<file path="src/rtl/flash_guard_pkg.sv">
package flash_guard_pkg;
  localparam int CTRL_W  = 8;
  localparam int FIELD_W = 2;
  localparam int L1_LSB  = 2;
  localparam int REL_LSB = 4;
  localparam int L2_LSB  = 6;
  localparam logic [FIELD_W-1:0] FIELD_OFF = 2'b11;
  localparam logic [FIELD_W-1:0] REL_OPEN  = 2'b00;

  typedef enum logic [1:0] {
    OP_READ  = 2'b00,
    OP_PROG  = 2'b01,
    OP_ERASE = 2'b10,
    OP_CTRL  = 2'b11
  } fg_op_e;

  typedef enum logic [1:0] {
    LVL_NONE = 2'd0,
    LVL_ONE  = 2'd1,
    LVL_TWO  = 2'd2
  } fg_level_e;
endpackage

</file>
<file path="src/rtl/fg_ctrl_reg.sv">
module fg_ctrl_reg
  import flash_guard_pkg::*;
#(
  parameter logic [CTRL_W-1:0] RESET_VAL = 8'hFF
) (
  input  logic              clk,
  input  logic              rst,
  input  logic              par_we,
  input  logic [CTRL_W-1:0] par_wdata,
  input  logic              ser_we,
  input  logic [CTRL_W-1:0] ser_wdata,
  input  logic              locked_i,
  output logic [CTRL_W-1:0] ctrl_q
);
  localparam logic [CTRL_W-1:0] RSV_ONES = CTRL_W'(2'b11);

  always_ff @(posedge clk) begin
    if (rst)
      ctrl_q <= RESET_VAL;
    else if (ser_we)
      ctrl_q <= ser_wdata | RSV_ONES;
    else if (par_we && !locked_i)
      ctrl_q <= par_wdata | RSV_ONES;
  end


  par_lock_chk: assert property (@(posedge clk) disable iff (rst)
    (par_we && !ser_we && locked_i) |=> $stable(ctrl_q));


  rsv_ones_chk: assert property (@(posedge clk) disable iff (rst)
    (ser_we || par_we) |=> (ctrl_q[1:0] == 2'b11));


  reset_val_chk: assert property (@(posedge clk)
    $past(rst) |-> (ctrl_q == RESET_VAL));
endmodule

</file>
<file path="src/rtl/fg_level_decode.sv">
module fg_level_decode
  import flash_guard_pkg::*;
(
  input  logic [CTRL_W-1:2] ctrl_i,
  output logic [1:0]        level_o
);
  logic l1_on, l2_on, released;

  always_comb begin
    l1_on    = ctrl_i[L1_LSB  +: FIELD_W] != FIELD_OFF;
    l2_on    = ctrl_i[L2_LSB  +: FIELD_W] != FIELD_OFF;
    released = ctrl_i[REL_LSB +: FIELD_W] == REL_OPEN;
    if (released)   level_o = LVL_NONE;
    else if (l2_on) level_o = LVL_TWO;
    else if (l1_on) level_o = LVL_ONE;
    else            level_o = LVL_NONE;
  end
endmodule

</file>
<file path="src/rtl/fg_access_gate.sv">
module fg_access_gate
  import flash_guard_pkg::*;
#(
  parameter int DATA_W = 8
) (
  input  logic              clk,
  input  logic              rst,
  input  logic              par_valid,
  input  logic [1:0]        par_op,
  input  logic              ser_valid,
  input  logic [1:0]        ser_op,
  input  logic              tst_valid,
  input  logic [1:0]        level,
  input  logic [DATA_W-1:0] arr_rdata,
  output logic              par_grant,
  output logic              ser_grant,
  output logic              tst_grant,
  output logic              access_denied,
  output logic [DATA_W-1:0] par_rdata,
  output logic [DATA_W-1:0] ser_rdata,
  output logic [DATA_W-1:0] tst_rdata
);
  localparam logic [DATA_W-1:0] BLANK = '1;

  logic par_flash, par_ok, par_ctrl_bad, tst_ok, deny_d;

  always_comb begin
    par_flash    = par_valid && (fg_op_e'(par_op) != OP_CTRL);
    par_ok       = par_flash && (level == LVL_NONE);
    par_ctrl_bad = par_valid && (fg_op_e'(par_op) == OP_CTRL) && (level != LVL_NONE);
    tst_ok       = tst_valid && (level != LVL_TWO);
    deny_d       = (par_flash && !par_ok) || par_ctrl_bad || (tst_valid && !tst_ok);
  end

  always_ff @(posedge clk) begin
    if (rst) begin
      par_grant     <= 1'b0;
      ser_grant     <= 1'b0;
      tst_grant     <= 1'b0;
      access_denied <= 1'b0;
      par_rdata     <= BLANK;
      ser_rdata     <= BLANK;
      tst_rdata     <= BLANK;
    end else begin
      par_grant     <= par_ok;
      ser_grant     <= ser_valid;
      tst_grant     <= tst_ok;
      access_denied <= deny_d;
      par_rdata     <= (par_ok && fg_op_e'(par_op) == OP_READ) ? arr_rdata : BLANK;
      ser_rdata     <= (ser_valid && fg_op_e'(ser_op) == OP_READ) ? arr_rdata : BLANK;
      tst_rdata     <= tst_ok ? arr_rdata : BLANK;
    end
  end


  par_gate_chk: assert property (@(posedge clk) disable iff (rst)
    par_grant |-> ($past(level) == LVL_NONE));


  tst_gate_chk: assert property (@(posedge clk) disable iff (rst)
    tst_grant |-> ($past(level) != LVL_TWO));


  masked_rd_chk: assert property (@(posedge clk) disable iff (rst)
    $past(par_valid && par_op == 2'b00 && level != 2'd0) |-> (par_rdata == BLANK));


  deny_src_chk: assert property (@(posedge clk) disable iff (rst)
    access_denied |-> $past(par_valid || tst_valid));


  ser_open_chk: assert property (@(posedge clk) disable iff (rst)
    $past(ser_valid) |-> ser_grant);
endmodule

</file>
<file path="src/rtl/flash_guard.sv">
module flash_guard
  import flash_guard_pkg::*;
#(
  parameter int                DATA_W    = 8,
  parameter logic [CTRL_W-1:0] RESET_VAL = 8'hFF
) (
  input  logic              clk,
  input  logic              rst,
  input  logic              par_valid,
  input  logic [1:0]        par_op,
  input  logic [7:0]        par_wdata,
  input  logic              ser_valid,
  input  logic [1:0]        ser_op,
  input  logic [7:0]        ser_wdata,
  input  logic              tst_valid,
  input  logic [DATA_W-1:0] arr_rdata,
  output logic              par_grant,
  output logic              ser_grant,
  output logic              tst_grant,
  output logic              access_denied,
  output logic [DATA_W-1:0] par_rdata,
  output logic [DATA_W-1:0] ser_rdata,
  output logic [DATA_W-1:0] tst_rdata,
  output logic [1:0]        prot_level,
  output logic [7:0]        ctrl_byte
);
  logic par_we, ser_we, locked;

  assign par_we = par_valid && (fg_op_e'(par_op) == OP_CTRL);
  assign ser_we = ser_valid && (fg_op_e'(ser_op) == OP_CTRL);
  assign locked = prot_level != LVL_NONE;

  fg_ctrl_reg #(.RESET_VAL(RESET_VAL)) u_ctrl (
    .clk       (clk),
    .rst       (rst),
    .par_we    (par_we),
    .par_wdata (par_wdata),
    .ser_we    (ser_we),
    .ser_wdata (ser_wdata),
    .locked_i  (locked),
    .ctrl_q    (ctrl_byte)
  );

  fg_level_decode u_dec (
    .ctrl_i  (ctrl_byte[CTRL_W-1:2]),
    .level_o (prot_level)
  );

  fg_access_gate #(.DATA_W(DATA_W)) u_gate (
    .clk           (clk),
    .rst           (rst),
    .par_valid     (par_valid),
    .par_op        (par_op),
    .ser_valid     (ser_valid),
    .ser_op        (ser_op),
    .tst_valid     (tst_valid),
    .level         (prot_level),
    .arr_rdata     (arr_rdata),
    .par_grant     (par_grant),
    .ser_grant     (ser_grant),
    .tst_grant     (tst_grant),
    .access_denied (access_denied),
    .par_rdata     (par_rdata),
    .ser_rdata     (ser_rdata),
    .tst_rdata     (tst_rdata)
  );
endmodule

</file>
<file path="config.mk">
export PLATFORM = sky130hd
export DESIGN_NAME = flash_guard
export DESIGN_NICKNAME = d
export VERILOG_FILES = /design/src/rtl/flash_guard_pkg.sv /design/src/rtl/fg_ctrl_reg.sv /design/src/rtl/fg_level_decode.sv /design/src/rtl/fg_access_gate.sv /design/src/rtl/flash_guard.sv
export SDC_FILE = /design/constraint.sdc
export NUM_CORES = 1
export LEC_CHECK = 0
export BUFFER_PORTS_ARGS = -buffer_cell sky130_fd_sc_hd__buf_2
export CORE_MARGIN = 3
export CORE_UTILIZATION = 28
export CTS_BUF_LIST = sky130_fd_sc_hd__clkbuf_8
export DETAILED_ROUTE_END_ITERATION = 7
export PLACE_DENSITY_LB_ADDON = 0.12
export SYNTH_ARGS = -nofsm -noshare
export SYNTH_HDL_FRONTEND = slang
export SYNTH_SLANG_ARGS = --single-unit
</file>
<file path="constraint.sdc">
create_clock -name clk -period 1.2 [get_ports clk]
set_input_delay 0.12 -clock clk [delete_from_list [all_inputs] [get_ports clk]]
set_output_delay 0.12 -clock clk [all_outputs]
set_load 0.01 [all_outputs]
</file>
### Yosys cells after proc, flatten, opt, wreduce, memory -nomap -nowiden

Index checks and enable logic that the tools add are counted.

| cells by class | value |
|---|---|
| add/subtract/negate cells | 0 |
| order comparisons | 0 |
| bitwise operators | 3 |
| equal/unequal tests | 6 |
| reductions and logical operators | 25 |
| div/mod/pow operators | 0 |
| multipliers | 0 |
| shift-type cells | 0 |
| mux-type cells | 5 |

Operator list:

| operator | number |
|---|---|
| 8-bit two-way mux | 2 |
| 1-bit logical AND | 11 |
| 2-bit zero test | 4 |
| 2-bit inequality test, second input constant | 4 |
| 2-bit OR reduction | 3 |
| 2-bit equality test, second input constant | 2 |
| 2-bit two-way mux | 2 |
| 2-bit nonzero test | 2 |
| 1-bit zero test | 3 |
| 1-bit NOT | 3 |
| 1-bit logical OR | 2 |
| 1-bit two-way mux | 1 |

| storage, ports and cells | value |
|---|---|
| word-level logic and storage cells | 47 |
| ROM bits | 0 |
| register bits | 34 |
| memories kept | 0 |
| bits of input ports | 33 |
| output and inout bits | 38 |
| bits in latches | 0 |
| memory bits (writable) | 0 |

### Depth between registers and ports, before layout

Gate-level depths: netlist of run 1.

| depth | value |
|---|---|
| word-level depth | 10 |
| depth in mapped cells | 5 |

### Cells and area by module

From an unflattened synthesis of run 1, not the netlist that was laid out.

| second synthesis, totals | value |
|---|---|
| cell total of the unflattened synthesis | 118 |
| area, all modules | 1,275.0 µm² |

By module, submodules not included:

| module | cells each | seq. area each (µm²) | area each (µm²) | times used |
|---|---|---|---|---|
| fg_access_gate | 73 | 560.5 | 878.3 | 1 |
| fg_ctrl_reg | 38 | 120.1 | 352.8 | 1 |
| fg_level_decode | 4 | 0.0 | 25.0 | 1 |
| flash_guard | 3 | 0.0 | 18.8 | 1 |

### Least setup slack after synthesis of run 1

Ideal clock, no wire load.

| timing path | value |
|---|---|
| path type | register -> register |
| from | register u_ctrl.ctrl_q[4] |
| to | register u_ctrl.ctrl_q[2] |
| arrival time | 1.196 ns |
| required time | 1.128 ns |
| stages on the path, launching flop included | 6 |
| period minus slack after synthesis | 1.268 ns |
| path buffers | 1 |
| path slack | -0.068 ns |
| cells stage by stage | dfxtp_1 > nor2_1 > a41oi_2 > o21a_1 > buf_4 > mux2i_1 |

| between the ends | value |
|---|---|
| longest elaborated chain between the ends | 6 |

Ends and longest elaborated chain:

| element | RTL line | text |
|---|---|---|
| start, declared | fg_ctrl_reg.sv:13 | `output logic [CTRL_W-1:0] ctrl_q` |
| start signal, assigned | fg_ctrl_reg.sv:21 | `ctrl_q <= ser_wdata \| RSV_ONES;` |
| start signal, assigned | fg_ctrl_reg.sv:23 | `ctrl_q <= par_wdata \| RSV_ONES;` |
| 2-bit zero test | fg_level_decode.sv:12 | `released = ctrl_i[REL_LSB +: FIELD_W] == REL_OPEN;` |
| 2-bit two-way mux | fg_level_decode.sv:13 | `if (released) level_o = LVL_NONE;` |
| 2-bit nonzero test | flash_guard.sv:31 | `assign locked = prot_level != LVL_NONE;` |
| 1-bit zero test | fg_ctrl_reg.sv:22 | `else if (par_we && !locked_i)` |
| 1-bit logical AND | fg_ctrl_reg.sv:22 |  |
| 2-bit nonzero test (no line) | - |  |

No other way between the ends.
A chain may end at the register's enable or synchronous reset.

### Worst setup path after layout of run 1

| timing path | value |
|---|---|
| from | register u_ctrl.ctrl_q[5] |
| to | output prot_level[0] |

| between the ends | value |
|---|---|
| longest elaborated chain between the ends | 2 |

Ends and longest elaborated chain:

| element | RTL line | text |
|---|---|---|
| 2-bit zero test | fg_level_decode.sv:12 |  |
| 2-bit two-way mux | fg_level_decode.sv:13 |  |
| end, declared | flash_guard.sv:24 | `output logic [1:0] prot_level,` |

No other way between the ends.

==> results by stage, run 1 <==
Outcome:
- The flow ran to the end, but the final reports show violations.
- The checks that failed: negative setup slack.

Setup path:
- The beginning of the worst register-to-register path is u_ctrl.ctrl_q[5]$_SDFFE_PP1P_.
- The worst setup path is of the reg2out kind.
- The highest cell delay on the worst timing path is 0.35 ns.
- The kind of cell adding the most delay to the critical path is flip-flops.
- Along the worst path, the maximum fanout reaches 3.
- The flop-to-flop setup slack is 0 ns.
- The worst register-to-register path ends at u_ctrl.ctrl_q[4]$_SDFFE_PP1P_.
- The cell with the biggest individual delay on the critical path is sky130_fd_sc_hd__dfxtp_2.
- For the worst flop-to-flop path, the logic depth is 4.
- The type of destination of the critical path is a primary output.
- Traced cell by cell, the critical path runs through nor2_4 > buf_6 > a211oi_2 > buf_2.
- Data on the critical path is required at its endpoint by 1.08 ns.
- The signal arrival time at the worst endpoint is 1.10 ns.
- Counting both buffers and inverters, the worst setup path holds a total of 2.
- The kind of launch point of the worst setup path is a register.

Cells and area:
- The number of antenna diodes in the final layout is 0.
- The post-route cell area is 1800 µm².
- The core utilization of the finished layout is 46.7%.
- The total number of nets in the final design is 220.
- In the final layout, the share of cells above drive strength 1 is 52.7%.
- Fill cells in the final layout number 392.
- Compared with the post-synthesis result, the final layout area differs by 53.4%.

Synthesis:
- The register area share after synthesis is 58.1%.
- For this run, asynchronously set or reset flops after synthesis account for 0%.
- The synthesized instance count is 104.
- The number of flops mapped to enable cells by yosys is 0.
- Sorting the synthesized cells by how often they occur yields sky130_fd_sc_hd__dfxtp_1 (34), sky130_fd_sc_hd__nand2b_1 (23), sky130_fd_sc_hd__a211oi_1 (8), sky130_fd_sc_hd__nor2_1 (8).
- The most common cell in the synthesized netlist is sky130_fd_sc_hd__dfxtp_1.
- For this run, the number of Yosys warnings is 0.
- The synthesized netlist contains 21 unique library cells.
- By area the synthesized netlist is led by sky130_fd_sc_hd__dfxtp_1 (58%), sky130_fd_sc_hd__nand2b_1 (12%), sky130_fd_sc_hd__mux2i_1 (5.1%), sky130_fd_sc_hd__a211oi_1 (5.1%), sky130_fd_sc_hd__and2_1 (3.2%).
- The synthesized area per cell is 11.3 µm².
- The area of the mapped netlist is 1170 µm².
- The synthesized design devotes to its leading area cell type 58.1% of total area.
- Of all cell types, the one taking the most synthesized area is sky130_fd_sc_hd__dfxtp_1.
- The dominant synthesized flop cell is sky130_fd_sc_hd__dfxtp_1.
- After synthesis the netlist holds a flip-flop and latch count of 34.

Clock network:
- In this run, CTS created clock tree buffers numbering 5.
- The H-tree level count is 2.
- The CTS tree is built.
- The later pin in the worst-skew pair is clocked with a latency of 0.27 ns.
- The hold-fix buffer count after cts is 0.
- The clock-pin slew on the worst setup and hold paths is 0.07 ns.
- The tree is rooted in a sky130_fd_sc_hd__clkbuf_8.
- The number of clock sinks is 34.
- The buffer depth of the longest clock path is 2.

Global route:
- The via count of the first global-routing pass was 999.
- The total congestion overflow after global routing is 0.
- Global routing used 19.1% of the available met2 tracks.
- The largest net degree at the start of global routing is 12.
- The initial antenna violation count is 0.
- The first global-routing pass estimated 4620 µm of wire.
- In the global route stage, met1 resource usage came out at 14.3%.
- The most congested layer reported by global routing is met2.
- The aggregate global-route resource usage is 11.8%.
- The met3 track utilization from global routing is 4.69%.

Routing:
- The detailed router finished its first iteration with 21 violations.
- The first-pass detailed-route iteration total is 4.
- The final layout contains routed wiring with a total length of 2870 µm.
- In this run the remaining antenna-violating nets after routing total 0.
- For this run, design rule violations remaining after detail routing come to 0.
- Across all layers, the routed design uses 1,004 vias.
- The routed length per placed instance is 12.2 µm.
- The detail-routed via count per cell is 4.25.

Power:
- The total power density per cell area is 1330 nW/µm².
- The register share of total power is 50.1%.
- The clock network power share is 35.5%.
- For this design the total switching power over the nets is 574 µW.
- The internal power of the cells totals 1.82 mW.
- The worst-case vdd ir drop is 0.908 mV.
- The switching share of total power is 24.0%.
- The fraction of power consumed by combinational cells is 14.5%.
- The total leakage power is 0.781 nW.

Run:
- The max-cap violation count is 0.

Hold path:
- The startpoint identified for the worst hold timing path is arr_rdata[2].
- For hold timing, the worst endpoint is u_gate.tst_rdata[2]$_SDFF_PP1_.
- The worst hold path was traced through 2 stages.
- The type of the worst min-delay path is in2reg.

Timing:
- The final hold violation count is 0.
- The final setup violation count is 2.
- The final period demand of the worst path is 1.22 ns.
- The maximum clock skew at final layout is 0.00483 ns.
- The final critical-path share of the clock period is 102%.
- The count of final max-slew check failures is 0.
- Across all setup checks in the final design, the least slack found is -0.0233 ns.
- Setup repair after global routing could not meet its margin everywhere.
- Summed over all failing endpoints, the final setup total negative slack is -0.0239 ns.
- For this run, the top clock speed supported by timing is 817 MHz.

Placed design:
- Once detailed placement completed, the half-perimeter wirelength came to 2330 µm.
- The global placer's final weighted congestion is 0.734.
- The quantity of I/O buffers inserted on ports is 64.
- The total cell area at the placement stage is 1660 µm².

Floorplanning:
- The die covers 5000 µm².
- The effective utilization at floorplan is 30.4%.
- The die width is 70.7 µm.
- Measured along the y axis, the die boundary spans 70.7 µm.
- The number of top-level design ports is 71.
- The floorplan step defined a core boundary enclosing 3850 µm².
- The standard-cell row count is 22.
[worst max-delay path by stage]
stage                                       start                             to  slack [ns]  cells past startpoint
floorplan           u_ctrl.ctrl_q[4]$_SDFFE_PP1P_  u_ctrl.ctrl_q[4]$_SDFFE_PP1P_     0.00005                      5
global placement    u_ctrl.ctrl_q[4]$_SDFFE_PP1P_  u_ctrl.ctrl_q[4]$_SDFFE_PP1P_       -0.07                      4
detailed placement  u_ctrl.ctrl_q[5]$_SDFFE_PP1P_  u_ctrl.ctrl_q[4]$_SDFFE_PP1P_       -0.14                      4
CTS                 u_ctrl.ctrl_q[5]$_SDFFE_PP1P_                  prot_level[0]       -0.05                      4
global route        u_ctrl.ctrl_q[5]$_SDFFE_PP1P_                  prot_level[0]       -0.08                      4
finish              u_ctrl.ctrl_q[5]$_SDFFE_PP1P_                  prot_level[0]       -0.02                      4
[routing by layer]
metal | routed length, µm | vias to the layer above
met3 | 229 | 4
li1 | - | 509
met1 | 1290 | 452
met4 | 29 | 0
met5 | 0 | -
met2 | 1320 | 39
[through the flow]
| step | worst slack, ns | hold WS (ns) | cells | power, mW |
|---|---|---|---|---|
| detailed placement | -0.143 | 0.328 | 228 | 1.56 |
| global route | -0.0804 | 0.0377 | 236 | 2.51 |
| global placement | -0.0710 | 0.321 | 228 | 1.55 |
| finish | -0.0233 | 0.0442 | 236 | 2.39 |
| CTS | -0.0520 | 0.0350 | 235 | 2.43 |
| floorplan | 0.0000460 | 0.198 | 105 | 1.38 |
[area by class of cell]
type	count	area, µm²	area share [%]
Clock inverter	2	12.5	0.696
Clock buffer	6	82.6	4.59
Sequential cell	34	686	38.1
Multi-Input combinational cell	67	500	27.8
Timing Repair Buffer	79	457	25.4
Tap cell	48	60.1	3.34
[flip-flops by register name (all words and copies together), names as in the netlist]
signal and cells:
u_gate.access_denied 1, u_ctrl.ctrl_q 6, u_gate.ser_grant 1, u_gate.tst_grant 1
u_gate.ser_rdata 8, u_gate.tst_rdata 8, u_gate.par_grant 1, u_gate.par_rdata 8
[timing repair]
item | in CTS | in global routing
resized for setup | 11 | 0
gates cloned | 0 | 0
buffers inserted | 0 | 1
setup endpoints to repair | 24 | 8
pin swaps | 4 | 0
[placed cells by master (no fill, tap or decap)]
cell / n
sky130_fd_sc_hd__dfxtp_2: 4
sky130_fd_sc_hd__nor2_1: 7
sky130_fd_sc_hd__clkbuf_8: 6
sky130_fd_sc_hd__buf_12: 1
sky130_fd_sc_hd__nor2_4: 1
sky130_fd_sc_hd__dfxtp_1: 30
sky130_fd_sc_hd__conb_1: 2
sky130_fd_sc_hd__nor2b_1: 1
sky130_fd_sc_hd__a211oi_2: 1
sky130_fd_sc_hd__clkinvlp_4: 1
sky130_fd_sc_hd__a211oi_1: 7
sky130_fd_sc_hd__buf_4: 11
sky130_fd_sc_hd__nand3_1: 2
sky130_fd_sc_hd__o21a_4: 1
sky130_fd_sc_hd__clkinv_2: 1
sky130_fd_sc_hd__nor3b_2: 1
sky130_fd_sc_hd__nand2b_1: 23
sky130_fd_sc_hd__a41oi_2: 1
sky130_fd_sc_hd__a21oi_4: 1
sky130_fd_sc_hd__and3_1: 1
sky130_fd_sc_hd__buf_6: 3
sky130_fd_sc_hd__mux2i_1: 6
sky130_fd_sc_hd__a22oi_1: 1
sky130_fd_sc_hd__or2b_1: 2
sky130_fd_sc_hd__nor3b_4: 1
sky130_fd_sc_hd__nand2_1: 1
sky130_fd_sc_hd__nor4_4: 1
sky130_fd_sc_hd__and2_1: 6
sky130_fd_sc_hd__buf_2: 64
[power groups by stage]
stage	logic, mW	registers [mW]	clock network (mW)
floorplan	0.128	1.25	0
global placement	0.333	1.22	0
detailed placement	0.339	1.22	0
CTS	0.349	1.20	0.879
global route	0.379	1.20	0.926
finish	0.346	1.20	0.850
[kinds of logic after synthesis]
group,Yosys count,synth area share (%)
and+or+nand+nor,47,26.0
DFF,34,58.1
AOI/OAI and AO/OA,12,8.22
buffers and inverters,4,2.24
muxes,6,5.12
other,1,0.320
Note: power is estimated with default switching activity, not from simulation.
==> run 2: changes to the inputs <==
REMOVE_ABC_BUFFERS = 1   (was unset)
SETUP_SLACK_MARGIN = 0.02   (was unset)
==> results by stage, run 2 (synthesis results as in run 1) <==
Outcome:
- The flow ran to the end, but the final reports show violations.
- The final reports fail on negative setup slack.

Timing:
- The maximum clock skew at final layout came to 0.00837 ns (+0.00354 ns).
- The highest achievable clock rate was 813 MHz (-0.58%).
- The worst hold-check slack is 0.0398 ns (-0.00441 ns).
- The final hold violation count is 0 (unchanged).
- The final critical-path share of the clock period was 103% (+0.59 points).
- The count of final max-slew check failures is 0 (unchanged).
- The setup slack of the critical path after layout was -0.0304 ns (-0.00708 ns).
- The final period demand of the worst path is 1.23 ns (+0.00708 ns).
- Setup repair after global routing could not meet its margin everywhere.
- The final setup violation count is 2 (unchanged).
- The setup TNS is -0.0509 ns (-0.0269 ns).

Routing:
- The routed length per placed instance is 11.4 µm (-6.5%).
- The final routed wirelength across all metal layers came to 2760 µm (-3.8%).
- The residual antenna-violating net count after detailed routing is 0 (unchanged).
- The DRC marker count from the first detailed-route iteration is 19 (-9.5%).
- The detailed-route DRC error count is 0 (unchanged).
- The detail-routed via count per cell was 4.12 (-3.2%).
- The first-pass detailed-route iteration total is 4 (unchanged).
- The via count of the routed design is 1,001 (-0.30%).

Power:
- The power consumption is 2.45 mW (+2.2%).
- The total leakage power is 0.817 nW (+4.6%).
- The worst-case vdd ir drop is 0.430 mV (-53%).
- The total power density per cell area came to 1300 nW/µm² (-2.6%).

Floorplanning:
- The number of top-level design ports is 71 (unchanged).
- The total die area is 5000 µm² (unchanged).
- The die width is 70.7 µm (unchanged).
- The effective utilization at floorplan is 30.4% (unchanged).
- The die height came to 70.7 µm (unchanged).
- The standard-cell row count came to 22 (unchanged).
- The area of the core was 3850 µm² (unchanged).

Setup path:
- The flop-to-flop setup slack is 0 ns (unchanged).
- The peak fanout along the critical path is 4 (+1).
- The start point of the critical path is u_ctrl.ctrl_q[6]$_SDFFE_PP1P_.
- The beginning of the worst register-to-register path is u_ctrl.ctrl_q[5]$_SDFFE_PP1P_.
- STA classifies the critical path endpoint as a primary output.
- The signal arrival time at the worst endpoint came to 1.11 ns (about the same).
- The setup path with the least slack is of type reg2out.
- The kind of launch point of the worst setup path is a register.
- The data required time of the worst path came to 1.08 ns (about the same).

Cells and area:
- Compared with the post-synthesis result, the final layout area differs by 60.8%.
- The post-route cell area is 1890 µm² (+4.9%).
- The number of inserted diodes was 0 (unchanged).
- The total of fill cells in the finished design is 382 (-2.6%).
- The leading cell type in the layout, fill and taps excluded is sky130_fd_sc_hd__buf_2.
- The total area of sequential cells came to 689 µm² (+0.55%).
- The total area of multi-input combinational cells is 514 µm² (+2.7%).
- The library cells used most frequently in the layout, excluding fill and tap cells, are sky130_fd_sc_hd__buf_2 (63), sky130_fd_sc_hd__dfxtp_1 (29), sky130_fd_sc_hd__nand2b_1 (23).
- The largest registers in the layout are u_gate.par_rdata (8), u_gate.ser_rdata (8), u_gate.tst_rdata (8).
- The core utilization of the finished layout is 48.9% (+2.3 points).
- The filler-free cell count of the finished design is 243 (+3.0%).
- The fraction of layout cells with a size suffix above 1 is 55.4% (+2.7 points).
- The total number of nets in the final design is 227 (+3.2%).

Global route:
- The wire length of the first global-routing pass is 4550 µm (-1.5%).
- The aggregate global-route resource usage is 11.4% (-0.31 points).
- The via count of the first global-routing pass was 1,039 (+4.0%).
- The initial antenna violation count came to 0 (unchanged).
- The largest net degree at the start of global routing came to 12 (unchanged).
- The total congestion overflow after global routing came to 0 (unchanged).

Hold path:
- The startpoint of the lowest-slack hold path is arr_rdata[3].
- In this run the worst hold path is classified as in2reg.

Placed design:
- The number of placed instances with taps included came to 228 (unchanged).
- The quantity of I/O buffers inserted on ports is 64 (unchanged).
- The global placer's final weighted congestion is 0.775 (+5.7%).
- The total cell area at the placement stage is 1660 µm² (-0.23%).
- The worst setup slack before clock tree synthesis is -0.145 ns (-0.00191 ns).
- The placed wire-length estimate after detailed placement is 2200 µm (-5.6%).

Clock network:
- The clock insertion delay at the later pin of the skew report is 0.28 ns (about the same).
- In this run the clock root is driven by a sky130_fd_sc_hd__clkbuf_8.
- The total CTS buffers is 5 (unchanged).
- The clock-pin slew on the worst setup and hold paths is 0.07 ns (about the same).
- The buffer depth of the longest clock path came to 2 (unchanged).
- The H-tree level count is 2 (unchanged).
- The number of clock sinks was 34 (unchanged).
- The CTS tree is built.
- The hold-fix buffer count after cts is 0 (unchanged).

Run:
- The max-cap violation count came to 0 (unchanged).
[run 2: final timing paths]
kind,cells past startpoint,endpoint
min,2,u_gate.ser_rdata[3]$_SDFF_PP1_
min reg2reg,2,u_ctrl.ctrl_q[6]$_SDFFE_PP1P_
max reg2reg,6,u_gate.tst_rdata[7]$_SDFF_PP1_
max,4,prot_level[1]
[run 2: final cells by class]
cell class                      count  share of cell area [%]
Clock inverter                      2                   0.664
Tap cell                           48                    3.19
Timing Repair Buffer               86                    27.9
Sequential cell                    34                    36.6
Clock buffer                        6                    4.38
Multi-Input combinational cell     67                    27.3
[run 2: metal layers]
layer | share of wire [%] | up-vias | global-route usage (%)
met5 | 0 | - | 0
met4 | 1.6 | 0 | 4.38
met3 | 8.4 | 5 | 5.26
met2 | 51 | 39 | 19.6
met1 | 39 | 436 | 12.3
li1 | - | 521 | -
[run 2: repair_timing]
item | 4_1_cts | 5_1_grt
hold endpoints to repair | 0 | 0
buffers inserted | 1 | 6
gates resized for setup | 17 | 5
setup endpoints to repair | 22 | 23
pin swaps | 5 | 3
[run 2: power by group]
part           internal (mW)  switching (mW)
logic                  0.224           0.176
registers               1.18          0.0207
clock network          0.460           0.389
[run 2: worst max-delay path, stage by stage, from the launching register on]
cell and delay (ns):
sky130_fd_sc_hd__dfxtp_4 0.35, sky130_fd_sc_hd__buf_4 0.14, sky130_fd_sc_hd__a21oi_4 0.14, sky130_fd_sc_hd__buf_6 0.12
sky130_fd_sc_hd__buf_6 0.09
==> run 3: changes to the inputs <==
CELL_PAD_IN_SITES_DETAIL_PLACEMENT = 0   (was unset)
CELL_PAD_IN_SITES_GLOBAL_PLACEMENT = 1   (was unset)
SLEW_MARGIN = 20   (was unset)
==> results by stage, run 3 (synthesis results as in run 1) <==
Routing:
- The residual antenna-violating net count after detailed routing is 0 (unchanged).
- The detailed-route DRC error count came to 0 (unchanged).
- The routed length per placed instance is 12.4 µm (+8.6%).
- The first-pass detailed-route iteration total came to 3 (-1).
- The final routed wirelength across all metal layers was 2920 µm (+5.5%).
- The DRC marker count from the first detailed-route iteration was 30 (+11).
- The via count of the routed design is 1,008 (+0.70%).
- The detail-routed via count per cell is 4.27 (+3.7%).

Power:
- The power consumption is 2.36 mW (-3.4%).
- The worst-case vdd ir drop is 0.789 mV (+83%).
- The total power density per cell area was 1270 nW/µm² (-1.9%).
- The total leakage power is 0.797 nW (-2.5%).

Cells and area:
- The total number of nets in the final design is 221 (-2.6%).
- Leaving out fill and tap cells, the most frequent cells in the layout are sky130_fd_sc_hd__buf_2 (63), sky130_fd_sc_hd__dfxtp_1 (30), sky130_fd_sc_hd__nand2b_1 (22).
- The leading cell type in the layout, fill and taps excluded is sky130_fd_sc_hd__buf_2.
- In the final layout, the registers with the most flip-flops are u_gate.par_rdata (8), u_gate.ser_rdata (8), u_gate.tst_rdata (8).
- The signed area change from the synthesized netlist to the final layout is 58.4%.
- The number of inserted diodes is 0 (unchanged).
- The fraction of layout cells with a size suffix above 1 is 53.7% (-1.7 points).
- The post-route cell area came to 1860 µm² (-1.5%).

Clock network:
- The buffer depth of the longest clock path came to 2 (unchanged).
- The number of clock sinks is 34 (unchanged).
- The cell sitting at the root of the clock tree is a sky130_fd_sc_hd__clkbuf_8.
- The hold-fix buffer count after cts is 0 (unchanged).
- The clock insertion delay at the later pin of the skew report came to 0.27 ns (about the same).
- The clock-pin slew on the worst setup and hold paths is 0.06 ns (about the same).
- The CTS tree is built.
- The H-tree level count is 2 (unchanged).
- The total CTS buffers is 5 (unchanged).

Timing:
- The count of final max-slew check failures came to 0 (unchanged).
- The worst hold-check slack is 0.0395 ns (-0.000334 ns).
- The final hold violation count is 0 (unchanged).
- The maximum clock skew at final layout is 0.00714 ns (-0.00123 ns).
- The final critical-path share of the clock period is 107% (+4.3 points).
- The setup slack of the critical path after layout is -0.0817 ns (-0.0513 ns).
- The highest achievable clock rate is 780 MHz (-4.0%).
- Setup repair after global routing could not meet its margin everywhere.
- The final period demand of the worst path was 1.28 ns (+0.0513 ns).
- The final setup violation count is 16 (+14).

Floorplanning:
- The die width is 70.7 µm (unchanged).
- The die height is 70.7 µm (unchanged).
- The effective utilization at floorplan is 30.4% (unchanged).
- The standard-cell row count was 22 (unchanged).
- The area of the core is 3850 µm² (unchanged).
- The total die area came to 5000 µm² (unchanged).
- The number of top-level design ports was 71 (unchanged).

Hold path:
- The tightest min-delay check is of the in2reg type.

Global route:
- The initial antenna violation count is 0 (unchanged).
- The largest net degree at the start of global routing is 11 (-1).
- The routing usage on met1 is 14.2% (+1.9 points).
- The total congestion overflow after global routing is 0 (unchanged).
- The aggregate global-route resource usage is 12.3% (+0.90 points).
- The most congested layer reported by global routing is met2.
- The wire length of the first global-routing pass came to 4660 µm (+2.6%).
- The met3 track utilization from global routing is 5.68% (+0.43 points).
- The met2 global-route usage is 19.6% (unchanged).
- The via count of the first global-routing pass is 988 (-4.9%).

Placed design:
- The total cell area at the placement stage is 1660 µm² (+0.30%).
- The global placer's final weighted congestion is 0.724 (-6.6%).
- The quantity of I/O buffers inserted on ports is 64 (unchanged).
- The placed wire-length estimate after detailed placement is 2190 µm (-0.43%).

Run:
- The max-cap violation count is 0 (unchanged).

Setup path:
- The peak fanout along the critical path came to 3 (-1).
- STA classifies the critical path endpoint as a primary output.
- The signal arrival time at the worst endpoint was 1.16 ns (+0.05 ns).
- The data required time of the worst path is 1.08 ns (about the same).
- The worst setup path is launched from a register.
- The kind of critical path is reg2out.

Outcome:
- The run finished, with violations left.
- The final reports fail on negative setup slack.
## run 3: repair_timing
item | in CTS | in global routing
endpoints found under the setup margin | 24 | 24
pin swaps | 5 | 2
gates resized for setup | 18 | 6
setup buffers | 1 | 1
## run 3: metrics by stage
step                instances  setup TNS, ns  setup slack (ns)  utilization (%)
finish                    236         -0.654           -0.0817             48.2
global route              236          -1.82            -0.134             48.2
CTS                       235         -0.401           -0.0670             47.1
detailed placement        227         -0.938           -0.0685             43.1
global placement          227         -0.356           -0.0305             43.1
floorplan                 101         -0.871            -0.133                -
## run 3: layout make-up
type / count / area (µm²)
Fill cell: 378 / 2000
Sequential cell: 34 / 691
Multi-Input combinational cell: 67 / 529
Timing Repair Buffer: 80 / 498
Clock buffer: 5 / 68.8
Tap cell: 48 / 60.1
Clock inverter: 2 / 10.0
## run 3: path summary, 6_finish.rpt
kind | start | cells past startpoint | slack (ns) | to
hold / removal | arr_rdata[0] | 2 | 0.04 | u_gate.ser_rdata[0]$_SDFF_PP1_
hold reg to reg | u_ctrl.ctrl_q[7]$_SDFFE_PP1P_ | 2 | 0.57 | u_ctrl.ctrl_q[7]$_SDFFE_PP1P_
setup reg to reg | u_ctrl.ctrl_q[6]$_SDFFE_PP1P_ | 5 | -0.08 | u_ctrl.ctrl_q[3]$_SDFFE_PP1P_
setup / recovery | u_ctrl.ctrl_q[7]$_SDFFE_PP1P_ | 4 | -0.08 | prot_level[1]
## run 3: where the power goes
part           internal [mW]  switching [mW]
sequential              1.18          0.0251
clock                  0.388           0.368
combinational          0.227           0.179
total                   1.79           0.572
## run 3: layer usage
| metal | vias up | wire (µm) |
|---|---|---|
| met5 | - | 0 |
| met4 | 0 | 48 |
| met3 | 4 | 211 |
| li1 | 514 | - |
| met2 | 40 | 1420 |
| met1 | 450 | 1240 |
## run 3: critical path, stage by stage (launching register included)
cell and delay [ns]:
sky130_fd_sc_hd__dfxtp_4 0.36, sky130_fd_sc_hd__buf_6 0.12, sky130_fd_sc_hd__a21oi_4 0.19, sky130_fd_sc_hd__buf_6 0.13
sky130_fd_sc_hd__buf_6 0.09
